<file path="config.mk">
export PLATFORM = sky130hd
export DESIGN_NAME = hfclk_divider
export DESIGN_NICKNAME = d
export VERILOG_FILES = /design/src/rtl/hfd_pkg.sv /design/src/rtl/hfd_ctrl_regs.sv /design/src/rtl/hfd_div_core.sv /design/src/rtl/hfd_clk_sel.sv /design/src/rtl/hfclk_divider.sv
export SDC_FILE = /design/constraint.sdc
export NUM_CORES = 1
export LEC_CHECK = 0
export BUFFER_PORTS_ARGS = -buffer_cell sky130_fd_sc_hd__buf_2
export CORE_MARGIN = 4
export CORE_UTILIZATION = 40
export DETAILED_ROUTE_END_ITERATION = 12
export SLEW_MARGIN = 20
export SYNTH_ARGS = -nofsm -noshare
export SYNTH_HDL_FRONTEND = slang
export SYNTH_SLANG_ARGS = --single-unit
</file>
<file path="constraint.sdc">
create_clock -name aux_clk -period 7.3 [get_ports aux_clk]
set_clock_uncertainty 0.2 [all_clocks]
set_input_delay 0.73 -clock aux_clk [delete_from_list [all_inputs] [get_ports aux_clk]]
set_output_delay 0.73 -clock aux_clk [all_outputs]
set_load 0.01 [all_outputs]
</file>
<file path="src/rtl/hfd_pkg.sv">
package hfd_pkg;

  localparam int REG_W    = 32;
  localparam int BIT_BUSY = 20;
  localparam int BIT_DIVB = 19;
  localparam int BIT_ADJB = 18;
  localparam int BIT_ADJ  = 16;
  localparam int BIT_SRC  = 15;
  localparam int BIT_POL  = 14;

  typedef enum logic [1:0] {
    ADJ_NONE  = 2'b00,
    ADJ_LONG  = 2'b01,
    ADJ_SHORT = 2'b10,
    ADJ_BOTH  = 2'b11
  } adj_e;

  // length of the high phase for ratio code n
  function automatic int unsigned high_cycles(int unsigned code);
    return (code + 1) / 2;
  endfunction

  // whether a one-shot request may be applied at ratio code n
  function automatic logic adj_allowed(adj_e req, int unsigned code);
    case (req)
      ADJ_LONG:  return code != 0;
      ADJ_SHORT: return code >= 2;
      default:   return 1'b0;
    endcase
  endfunction

  // true when a write carries an actual adjustment request
  function automatic logic adj_is_request(adj_e req);
    return (req == ADJ_LONG) || (req == ADJ_SHORT);
  endfunction

endpackage

</file>
<file path="src/rtl/hfd_ctrl_regs.sv">
module hfd_ctrl_regs
  import hfd_pkg::*;
#(
  parameter int DW      = 12,
  parameter bit SRC_RST = 1'b1
) (
  input  logic             clk,
  input  logic             rst_n,
  input  logic             wr_en,
  input  logic [REG_W-1:0] wr_data,
  input  logic [DW-1:0]    ratio_req,
  input  logic             divb,
  input  logic             adjb,
  output logic             src_sel,
  output logic             pol,
  output logic [DW-1:0]    wr_ratio,
  output adj_e             wr_adj,
  output logic [REG_W-1:0] rd_data
);

  // status positions and reserved bits are not writable
  logic unused_wr_bits;
  assign unused_wr_bits = ^{wr_data[REG_W-1:BIT_ADJ+2], wr_data[BIT_POL-1:DW]};

  assign wr_ratio = wr_data[DW-1:0];
  assign wr_adj   = adj_e'(wr_data[BIT_ADJ +: 2]);

  always_ff @(posedge clk) begin
    if (!rst_n) begin
      src_sel <= SRC_RST;
      pol     <= 1'b0;
    end else if (wr_en) begin
      src_sel <= wr_data[BIT_SRC];
      pol     <= wr_data[BIT_POL];
    end
  end

  always_comb begin
    rd_data           = '0;
    rd_data[DW-1:0]   = ratio_req;
    rd_data[BIT_POL]  = pol;
    rd_data[BIT_SRC]  = src_sel;
    rd_data[BIT_ADJB] = adjb;
    rd_data[BIT_DIVB] = divb;
    rd_data[BIT_BUSY] = divb | adjb;
  end

endmodule

</file>
<file path="src/rtl/hfd_div_core.sv">
module hfd_div_core
  import hfd_pkg::*;
#(
  parameter int DW = 12
) (
  input  logic          clk,
  input  logic          rst_n,
  input  logic          wr_en,
  input  logic [DW-1:0] wr_ratio,
  input  adj_e          wr_adj,
  output logic [DW-1:0] ratio_req,
  output logic [DW-1:0] n_act,
  output logic [DW:0]   cnt,
  output logic [DW:0]   tc,
  output logic          div_q,
  output logic          divb,
  output logic          adjb,
  output logic          wrap_ev,
  output logic          load_ev
);

  localparam int CW = DW + 1;

  logic [DW-1:0] hlen;
  logic          pend;
  logic          newrun;
  adj_e          adj_pend;
  logic          adj_run;

  logic [DW-1:0] n_nx;
  logic [DW-1:0] hlen_nx;
  logic [CW-1:0] cnt_nx;
  logic [CW-1:0] tc_nx;
  logic [CW-1:0] base;
  logic          adj_ok;
  logic          pend_nx;
  logic          newrun_nx;
  adj_e          adj_pend_nx;
  logic          adj_run_nx;

  always_comb begin
    wrap_ev = (cnt == tc);
    load_ev = wrap_ev && pend;
    n_nx    = load_ev ? ratio_req : n_act;
    base    = {1'b0, n_nx};
    adj_ok  = wrap_ev && adj_allowed(adj_pend, 32'(n_nx));

    if (!wrap_ev) begin
      tc_nx = tc;
    end else if (adj_ok && adj_pend == ADJ_LONG) begin
      tc_nx = base + CW'(1);
    end else if (adj_ok && adj_pend == ADJ_SHORT) begin
      tc_nx = base - CW'(1);
    end else begin
      tc_nx = base;
    end

    cnt_nx  = wrap_ev ? '0 : cnt + CW'(1);
    hlen_nx = wrap_ev ? DW'(high_cycles(32'(n_nx))) : hlen;

    if (wr_en)        pend_nx = (wr_ratio != n_nx);
    else if (wrap_ev) pend_nx = 1'b0;
    else              pend_nx = pend;

    newrun_nx = wrap_ev ? pend : newrun;

    if (wr_en && adj_is_request(wr_adj)) adj_pend_nx = wr_adj;
    else if (wrap_ev)                    adj_pend_nx = ADJ_NONE;
    else                                 adj_pend_nx = adj_pend;

    adj_run_nx = wrap_ev ? adj_ok : adj_run;
  end

  always_ff @(posedge clk) begin
    if (!rst_n) begin
      ratio_req <= '0;
      n_act     <= '0;
      cnt       <= '0;
      tc        <= '0;
      hlen      <= '0;
      div_q     <= 1'b0;
      pend      <= 1'b0;
      newrun    <= 1'b0;
      adj_pend  <= ADJ_NONE;
      adj_run   <= 1'b0;
    end else begin
      if (wr_en) ratio_req <= wr_ratio;
      n_act    <= n_nx;
      cnt      <= cnt_nx;
      tc       <= tc_nx;
      hlen     <= hlen_nx;
      div_q    <= (cnt_nx < {1'b0, hlen_nx});
      pend     <= pend_nx;
      newrun   <= newrun_nx;
      adj_pend <= adj_pend_nx;
      adj_run  <= adj_run_nx;
    end
  end

  assign divb = pend | newrun;
  assign adjb = (adj_pend != ADJ_NONE) | adj_run;

endmodule

</file>
<file path="src/rtl/hfd_clk_sel.sv">
module hfd_clk_sel (
  input  logic aux_clk,
  input  logic ext_clk,
  input  logic div_q,
  input  logic bypass,
  input  logic src_sel,
  input  logic pol,
  input  logic bclk_int,
  input  logic bclk_div_one,
  output logic hf_clk,
  output logic hf_to_bitclk
);

  logic int_clk;
  logic pick_clk;

  assign int_clk      = bypass ? aux_clk : div_q;
  assign pick_clk     = src_sel ? int_clk : ext_clk;
  assign hf_clk       = pick_clk ^ pol;
  assign hf_to_bitclk = bclk_int & bclk_div_one;

endmodule

</file>
<file path="src/rtl/hfclk_divider.sv">
module hfclk_divider
  import hfd_pkg::*;
#(
  parameter int DW      = 12,
  parameter bit SRC_RST = 1'b1
) (
  input  logic             aux_clk,
  input  logic             rst_n,
  input  logic             ext_clk,
  input  logic             wr_en,
  input  logic [REG_W-1:0] wr_data,
  output logic [REG_W-1:0] rd_data,
  input  logic             bclk_int,
  input  logic             bclk_div_one,
  output logic             hf_clk,
  output logic             hf_to_bitclk
);

  logic          src_sel;
  logic          pol;
  logic [DW-1:0] wr_ratio;
  adj_e          wr_adj;
  logic [DW-1:0] ratio_req;
  logic [DW-1:0] n_act;
  logic [DW:0]   cnt;
  logic [DW:0]   tc;
  logic          div_q;
  logic          divb;
  logic          adjb;
  logic          wrap_ev;
  logic          load_ev;
  logic          bypass;

  assign bypass = (n_act == '0);

  hfd_ctrl_regs #(.DW(DW), .SRC_RST(SRC_RST)) u_regs (
    .clk       (aux_clk),
    .rst_n     (rst_n),
    .wr_en     (wr_en),
    .wr_data   (wr_data),
    .ratio_req (ratio_req),
    .divb      (divb),
    .adjb      (adjb),
    .src_sel   (src_sel),
    .pol       (pol),
    .wr_ratio  (wr_ratio),
    .wr_adj    (wr_adj),
    .rd_data   (rd_data)
  );

  hfd_div_core #(.DW(DW)) u_core (
    .clk       (aux_clk),
    .rst_n     (rst_n),
    .wr_en     (wr_en),
    .wr_ratio  (wr_ratio),
    .wr_adj    (wr_adj),
    .ratio_req (ratio_req),
    .n_act     (n_act),
    .cnt       (cnt),
    .tc        (tc),
    .div_q     (div_q),
    .divb      (divb),
    .adjb      (adjb),
    .wrap_ev   (wrap_ev),
    .load_ev   (load_ev)
  );

  hfd_clk_sel u_sel (
    .aux_clk      (aux_clk),
    .ext_clk      (ext_clk),
    .div_q        (div_q),
    .bypass       (bypass),
    .src_sel      (src_sel),
    .pol          (pol),
    .bclk_int     (bclk_int),
    .bclk_div_one (bclk_div_one),
    .hf_clk       (hf_clk),
    .hf_to_bitclk (hf_to_bitclk)
  );

endmodule

</file>
### Yosys cells after proc, flatten, opt, wreduce, memory -nomap -nowiden

Index checks and enable logic that the tools add are counted.

| word-level totals | value |
|---|---|
| flip-flop bits (word level) | 70 |
| latch bits | 0 |
| bits in writable memories | 0 |
| memory bits (read-only) | 0 |
| bits of input ports | 38 |
| output and inout bits | 34 |
| logic and storage cells | 52 |
| memories | 0 |

| operators by class | value |
|---|---|
| add/subtract/negate cells | 4 |
| $mul | 0 |
| div/mod/pow operators | 0 |
| order comparisons | 2 |
| equality and inequality tests | 6 |
| shifts and indexed selects | 0 |
| muxes and demuxes | 12 |
| bitwise logic cells | 5 |
| reductions and logical operators | 11 |

Operators by type and width:

| operator | count |
|---|---|
| two-way mux 13 bit | 3 |
| adder 12 x 1 -> 13 bit (second input constant) | 2 |
| two-way mux 12 bit | 2 |
| adder 13 x 1 -> 13 bit (second input constant) | 1 |
| == test 13 bit | 1 |
| < comparator 13 x 12 -> 1 bit | 1 |
| subtractor 12 x 1 -> 13 bit (second input constant) | 1 |
| >= comparator 12 x 2 -> 1 bit (second input constant) | 1 |
| zero test 12 bit | 1 |
| inequality test 12 bit | 1 |
| nonzero test 12 bit | 1 |
| nonzero test 2 bit | 3 |
| logical AND 1 bit | 5 |
| == test 2 x 1 -> 1 bit (second input constant) | 2 |
| == test 2 bit (second input constant) | 2 |
| two-way mux 1 bit | 4 |
| two-way mux 2 bit | 2 |
| bitwise OR 1 bit | 3 |
| one-hot mux 1 bit (2 select lines) | 1 |
| bitwise AND 1 bit | 1 |
| logical OR 1 bit | 1 |
| XOR 1 bit | 1 |

### Logic depth before layout (Yosys ltp)

Gate-level depths: netlist (run 1).

| logic depth | value |
|---|---|
| depth in word-level cells | 9 |
| depth in mapped cells | 22 |
| gate-level depth less buffers | 20 |

### Modules after synthesis

Synthesis (run 1) repeated with hierarchy kept, for this count alone.

| unflattened totals | value |
|---|---|
| cell total of the unflattened synthesis | 602 |
| area, all modules | 4982.3 um2 |

By module, submodules not included:

| module | times used | cells each | area an instance (um2) | seq. area each (um2) |
|---|---|---|---|---|
| hfd_div_core | 1 | 540 | 4505.6 | 1361.3 |
| hfd_ctrl_regs | 1 | 53 | 417.9 | 40.0 |
| hfd_clk_sel | 1 | 5 | 33.8 | 0.0 |
| hfclk_divider | 1 | 4 | 25.0 | 0.0 |

==> results of run 1 <==
[layer usage]
layer / up-vias / wire, um
li1: 1850 / -
met1: 1733 / 5162
met2: 130 / 4993
met3: 15 / 737
met4: 0 / 164
met5: - / 0
[tightest hold or removal path: stages (launching register included)]
cell     delay, ns
dfxtp_1       0.31
nand2_1       0.05
a21oi_1       0.05
[layout make-up]
class / instances / area [sq um] / area share, %
Inverter: 11 / 41.29 / 0.8558
Sequential cell: 70 / 1401 / 29.05
Clock buffer: 14 / 173.9 / 3.605
Tap cell: 136 / 170.2 / 3.527
Multi-Input combinational cell: 409 / 2750 / 57.00
Clock inverter: 6 / 62.56 / 1.297
Timing Repair Buffer: 43 / 225.2 / 4.668
[per-stage QoR]
step	setup slack [ns]	std cells	utilization (%)	hold WS [ns]	instance area [sq um]
after floorplan	2.303	536	-	0.2311	4444
final	1.912	689	45.91	0.2513	4825
after detailed placement	1.975	670	43.67	0.2444	4589
after global routing	1.518	689	45.91	0.2865	4825
after CTS	1.899	689	45.87	0.2556	4821
after global placement	2.048	670	43.67	0.2408	4589
[registers in the layout, summed over array words and instances, names as in the netlist]
| name | cells |
|---|---|
| u_regs.pol | 1 |
| u_core.n_act | 12 |
| u_core.pend | 1 |
| u_core.adj_run | 1 |
| u_core.div_q | 1 |
| u_regs.src_sel | 1 |
| u_core.adj_pend | 2 |
| u_core.ratio_req | 12 |
| u_core.hlen | 12 |
| u_core.newrun | 1 |
| u_core.cnt | 13 |
| u_core.tc | 13 |
[power breakdown]
| part | total [mW] | internal [mW] | switching, mW |
|---|---|---|---|
| clock network | 0.385 | 0.204 | 0.181 |
| logic | 0.454 | 0.171 | 0.283 |
| registers | 0.457 | 0.419 | 0.0382 |
| total | 1.30 | 0.795 | 0.502 |
[worst max path at each step]
stage / from / to / slack [ns] / cells after the start
6_report: u_core.cnt[8] / u_core.div_q / 1.91 / 20
5_1_grt: u_core.cnt[8] / u_core.div_q / 1.52 / 20
4_1_cts: aux_clk / hf_clk / 1.90 / 6
3_5_place_dp: u_core.cnt[7] / u_core.div_q / 1.97 / 20
3_3_place_gp: u_core.cnt[7] / u_core.div_q / 2.05 / 20
2_1_floorplan: aux_clk / hf_clk / 2.30 / 3
[placed cells by master, fill, tap and decap left out, types with 2 or more instances in the layout]
| master | Yosys | final |
|---|---|---|
| nor2_1 | 76 | 76 |
| dfxtp_1 | 70 | 70 |
| mux2i_1 | 46 | 46 |
| buf_2 | 2 | 40 |
| xnor2_1 | 39 | 39 |
| a21oi_1 | 27 | 27 |
| nand3_1 | 20 | 20 |
| nand2_1 | 20 | 20 |
| nor3_1 | 20 | 20 |
| ha_1 | 19 | 19 |
| o21ai_0 | 18 | 18 |
| xor2_1 | 16 | 16 |
| conb_1 | 1 | 15 |
| nor4_1 | 14 | 13 |
| nand4_1 | 12 | 12 |
| clkbuf_8 | 0 | 12 |
| inv_1 | 11 | 11 |
| and3_1 | 10 | 10 |
| or4_1 | 7 | 7 |
| or2_2 | 7 | 7 |
| mux2i_2 | 4 | 4 |
| and2_1 | 4 | 4 |
| buf_4 | 19 | 4 |
| mux2_2 | 3 | 3 |
| mux2_4 | 3 | 3 |
| nand2b_1 | 3 | 3 |
| a31oi_1 | 3 | 3 |
| a211oi_1 | 3 | 3 |
| clkinv_2 | 0 | 3 |
| xnor2_2 | 2 | 2 |
| and4_1 | 2 | 2 |
| nor2b_1 | 2 | 2 |
| a32oi_1 | 2 | 2 |
| clkinv_4 | 0 | 2 |
[kinds of logic (layout without fill, tap and decap cells)]
logic type | count (synthesis) | in the layout
AOI/OAI and AO/OA | 61 | 61
xor gates and xnor gates | 57 | 57
adders and majority gates | 19 | 19
buffers and inverters | 57 | 74
DFF | 70 | 70
muxes | 57 | 57
other | 1 | 15
and+or+nand+nor | 200 | 200
==> metrics.txt, run 1 <==
CP startpoint kind flip-flop; run status complete, no violations; Max-cap violations 0; CP Buf/Inv Count 2; core area 10510 sq um; reg-to-reg endpoint u_core.div_q; # rows 37; top_reg_cell synth dfxtp_1; hold path endpoint u_core.adj_run; CTS Hold Buffers Added 0; fill count 1022; Top delay family on crit path simple AND/OR/NAND/NOR gates; hold path start u_core.adj_run; Max transition margin 32.05%; Routed Antenna Nets 0; nets@finish 605; Synth Area in Compound Gates 7.892%; Area contributors post-synth dfxtp_1, mux2i_1, xnor2_1; leading area contributor after synthesis dfxtp_1; FF-to-FF Start u_core.cnt[8]; synthesized instance count 522; share of cells above drive strength 1 15.01%; gr busiest metal met2; Die X 112.8 um; main combinational cell family by area after synthesis simple AND/OR/NAND/NOR gates; CTS tree yes; postcts setup bufs 0; count leader, synth nor2_1; io pins 72; Final Slew Violations 0; I/O Buffers 40; maximum number of pins on one net before global-route repair 56; Remaining Overflow, GRT 0; CP max FO 30; Post-Synth Adder-Cell Area 5.413%; Avg Synthesized Cell Area 8.413 sq um; routing usage on met2 27.09%; Initial Util 41.79%; met3 GRT Util 4.545%; mapped cell area 4392 sq um; worst r2r path cells 20; chip height 112.8 um; min cycle time layout 5.388 ns; setup TNS 0 ns; # diodes 0; Ys Warns 0; Die Footprint 12720 sq um; Via-to-Cell Ratio 5.411; final WL 11.06 mm; period utilization 73.81%; initial antenna violation count 0; Synth Area in Simple Gates 22.31%; async set-reset flop share out of synthesis 0%; reg2reg setup slack 1.91 ns; Pwr Density 268.8 nW/um^2; final setup fails 0; via count 3728; kind of end point of the critical path flip-flop; leakage power 2.044 nW; HP Class flip-flop to flip-flop; maximum VDD drop 0.1598 mV; Post-CTS Resized 0; Power, Total 1.297 mW; DRC errors left 0; Worst path max stage delay 0.50 ns; fmax 185.6 MHz; Post-Synth XOR/XNOR Area 11.71%; Detailed Place HPWL 8.063 mm; Yosys cell types 45; Reg clk slew, reported paths 0.08 ns; later-pin clock latency in the skew report 0.47 ns; met1 usage 24.24%; required time at the worst-slack endpoint 7.49 ns; first-pass GRT wire length 18.19 mm; Worst path slowest cell or4_1; Post-synth EDFFs 0; vias in the first global route 3605; register bit total from synthesis 70; area share of the largest cell type after synthesis 31.91%; Hold Vio Cnt, Final 0; hold path depth 2; worst-path cell chain xnor2_1 -> nand4_1 -> or4_1 -> buf_4 -> mux2i_2 -> inv_1 -> ha_1 -> and3_1 -> and3_1 -> mux2i_1 -> nor3_1 -> xnor2_1 -> mux2i_1 -> ha_1 -> and4_1 -> a21oi_1 -> nand2_1 -> a2111oi_0 -> o21ai_0 -> a41oi_1; Seq/Total Area, Yosys 31.91%; Least-Margin Pin Slew 1.010 ns; Worst Setup Path Type flip-flop to flip-flop; Worst Path Arrival 5.58 ns; GRT Util Overall 17.70%; gpl congestion 0.8876; post-synthesis mux area share 13.79%; area delta synth->final 9.858%; RSZ-0062 raised after global routing no; initial DRC count 183; Synth top cells by count nor2_1, dfxtp_1, mux2i_1; Pre-antenna DRT Iters 5; mean routed wirelength per cell 16.05 um
Note: power is estimated with default switching activity, not from simulation.
==> run 2, diff against run 1 <==
==> constraint.sdc (replaced) <==
create_clock -name aux_clk -period 4.86 [get_ports aux_clk]
set_clock_uncertainty 0.2 [all_clocks]
set_input_delay 0.486 -clock aux_clk [delete_from_list [all_inputs] [get_ports aux_clk]]
set_output_delay 0.486 -clock aux_clk [all_outputs]
set_load 0.01 [all_outputs]
==> run 2 against run 1 <==
Against the previous run:
- critical path depth is 2 lower
- non-clock buffer count grew 19
- cell area is 4.8% higher
- die area is the same
- count of clock-buffer cells in the layout stayed put
- first-iteration DRC count is 32% higher
- wire length increased by 1.5%
- power up 63%
- utilization is 2.2 points higher
- maximum frequency grew 19%
- global-route usage increased by 0.36 points
- clock power is 79% higher
- largest power group is now combinational logic
- highest routed layer unchanged
==> metrics.txt, run 2 (same netlist as run 1, synthesis figures left out) <==
hold path depth 3 (+1); reg2reg setup slack 0.32 ns (-1.59 ns); maximum VDD drop 0.2266 mV (+42%); # diodes 0 (unchanged); Least-Margin Pin Slew 1.043 ns (+0.03299 ns); period utilization 93.43% (+20 points); setup TNS 0 ns (unchanged); worst r2r path cells 18 (-10%); Via-to-Cell Ratio 5.403 (-0.15%); core area 10510 sq um (unchanged); initial DRC count 241 (+32%); worst-path cell chain xnor2_1 -> nand4_1 -> or4_4 -> mux2_2 -> ha_1 -> and3_1 -> and3_1 -> mux2i_2 -> nor3_1 -> xnor2_1 -> mux2i_1 -> ha_1 -> and4_1 -> a21oi_1 -> nand2_1 -> a2111oi_1 -> o21ai_1 -> a41oi_1; maximum number of pins on one net before global-route repair 38 (-32%); CP max FO 5 (-83%); Hold Slack 0.03888 ns (-0.2124 ns); required time at the worst-slack endpoint 5.04 ns (-2.45 ns); Power, Total 2.107 mW (+63%); final worst setup slack 0.3192 ns (-1.592 ns); first-pass GRT wire length 18.46 mm (+1.5%); # rows 37 (unchanged); Detailed Place HPWL 8.500 mm (+5.4%); hold path start wr_data[15]; fmax 220.2 MHz (+19%); DRC errors left 0 (unchanged); final WL 11.22 mm (+1.5%); CP startpoint u_core.cnt[8]; area delta synth->final 15.19%; Worst path max stage delay 0.54 ns (+0.04 ns); Hold Vio Cnt, Final 0 (unchanged); nets@finish 624 (+3.1%); Routed Antenna Nets 0 (unchanged); final setup fails 0 (unchanged); Max transition margin 30.40% (-1.7 points); vias in the first global route 3670 (+1.8%); Worst Path Arrival 4.72 ns (-0.86 ns); RSZ-0062 raised after global routing no; kind of end point of the critical path flip-flop; mean routed wirelength per cell 15.84 um (-1.3%); most common cell after layout, fill and taps aside nor2_1; gpl congestion 0.9067 (+2.2%); final core utilization 48.14% (+2.2 points); GRT Util Overall 18.06% (+0.36 points); Pre-antenna DRT Iters 4 (-1); Worst path slowest cell or4_4; via count 3825 (+2.6%); Top delay family on crit path simple AND/OR/NAND/NOR gates; Die X 112.8 um (unchanged); I/O Buffers 40 (unchanged); hold path endpoint u_regs.src_sel; Die Footprint 12720 sq um (unchanged); leakage power 2.164 nW (+5.9%); CP Buf/Inv Count 0 (-2); Remaining Overflow, GRT 0 (unchanged); Reg clk slew, reported paths 0.08 ns (about the same); FF-to-FF Start u_core.cnt[8]; CTS tree yes; CP startpoint kind flip-flop; min cycle time layout 4.541 ns (-0.8475 ns); Max-cap violations 0 (unchanged); HP Class input port to flip-flop; CTS Hold Buffers Added 0 (unchanged); initial antenna violation count 0 (unchanged); later-pin clock latency in the skew report 0.46 ns (about the same); Worst Setup Path Type flip-flop to flip-flop; Place WS 0.1665 ns (-1.808 ns); Pwr Density 416.6 nW/um^2 (+55%); share of cells above drive strength 1 19.41% (+4.4 points); largest registers u_core.cnt (13), u_core.tc (13); critical path depth 18 (-10%); commonest cells after routing, fill and taps aside nor2_1, dfxtp_1, mux2i_1, buf_2, xnor2_1; reg-to-reg endpoint u_core.div_q; Initial Util 41.79% (unchanged); io pins 72 (unchanged); Final Slew Violations 0 (unchanged); run status complete, no violations; chip height 112.8 um (unchanged)
[run 2: final cells by class]
cell class,instances,area [sq um]
fillers,1036,5450
multi-input cells,409,2781
flip-flops and latches,70,1405
repair buffers,62,367.9
clock buffers,14,183.9
well taps,136,170.2
clock inverters,6,108.9
inverters,11,41.29
[run 2: how the worst max path moves through the flow]
stage / to / slack [ns]
floorplan: u_core.div_q / 0.25
global placement: u_core.div_q / 0.24
detailed placement: u_core.div_q / 0.17
CTS: u_core.div_q / 0.12
global route: u_core.div_q / 0.002
finish: u_core.div_q / 0.32
[run 2: what timing repair did]
action,CTS,global route
setup endpoints to repair,0,1
gates resized for setup,0,10
setup buffers,0,2
[run 2: stage by stage]
step                area (sq um)  std cells
floorplan                   4444        536
global placement            4717        687
detailed placement          4721        687
CTS                         5009        706
global route                5059        708
finish                      5059        708
[run 2: routing by layer]
| metal | share of wire [%] | routed length [um] | track usage [%] | vias up |
|---|---|---|---|---|
| met1 | 47 | 5297 | 24.78 | 1799 |
| met3 | 5.5 | 615 | 3.690 | 18 |
| met5 | 0 | 0 | 0 | - |
| met2 | 46 | 5129 | 27.96 | 120 |
| li1 | - | - | - | 1888 |
| met4 | 1.6 | 175 | 6.811 | 0 |
[run 2: worst register-to-register path, delay by kind of cell (launching register included)]
family | cells | cell delay [ns]
fa+ha+maj | 2 | 0.50
simple gates | 7 | 1.46
mux | 3 | 0.65
compound gates | 4 | 0.79
flops | 1 | 0.35
xor+xnor | 2 | 0.49
[run 2: where the power goes]
group / leakage (nW) / internal [mW] / switching (mW)
clock network: 0.168 / 0.424 / 0.265
logic: 1.42 / 0.290 / 0.447
registers: 0.571 / 0.630 / 0.0510
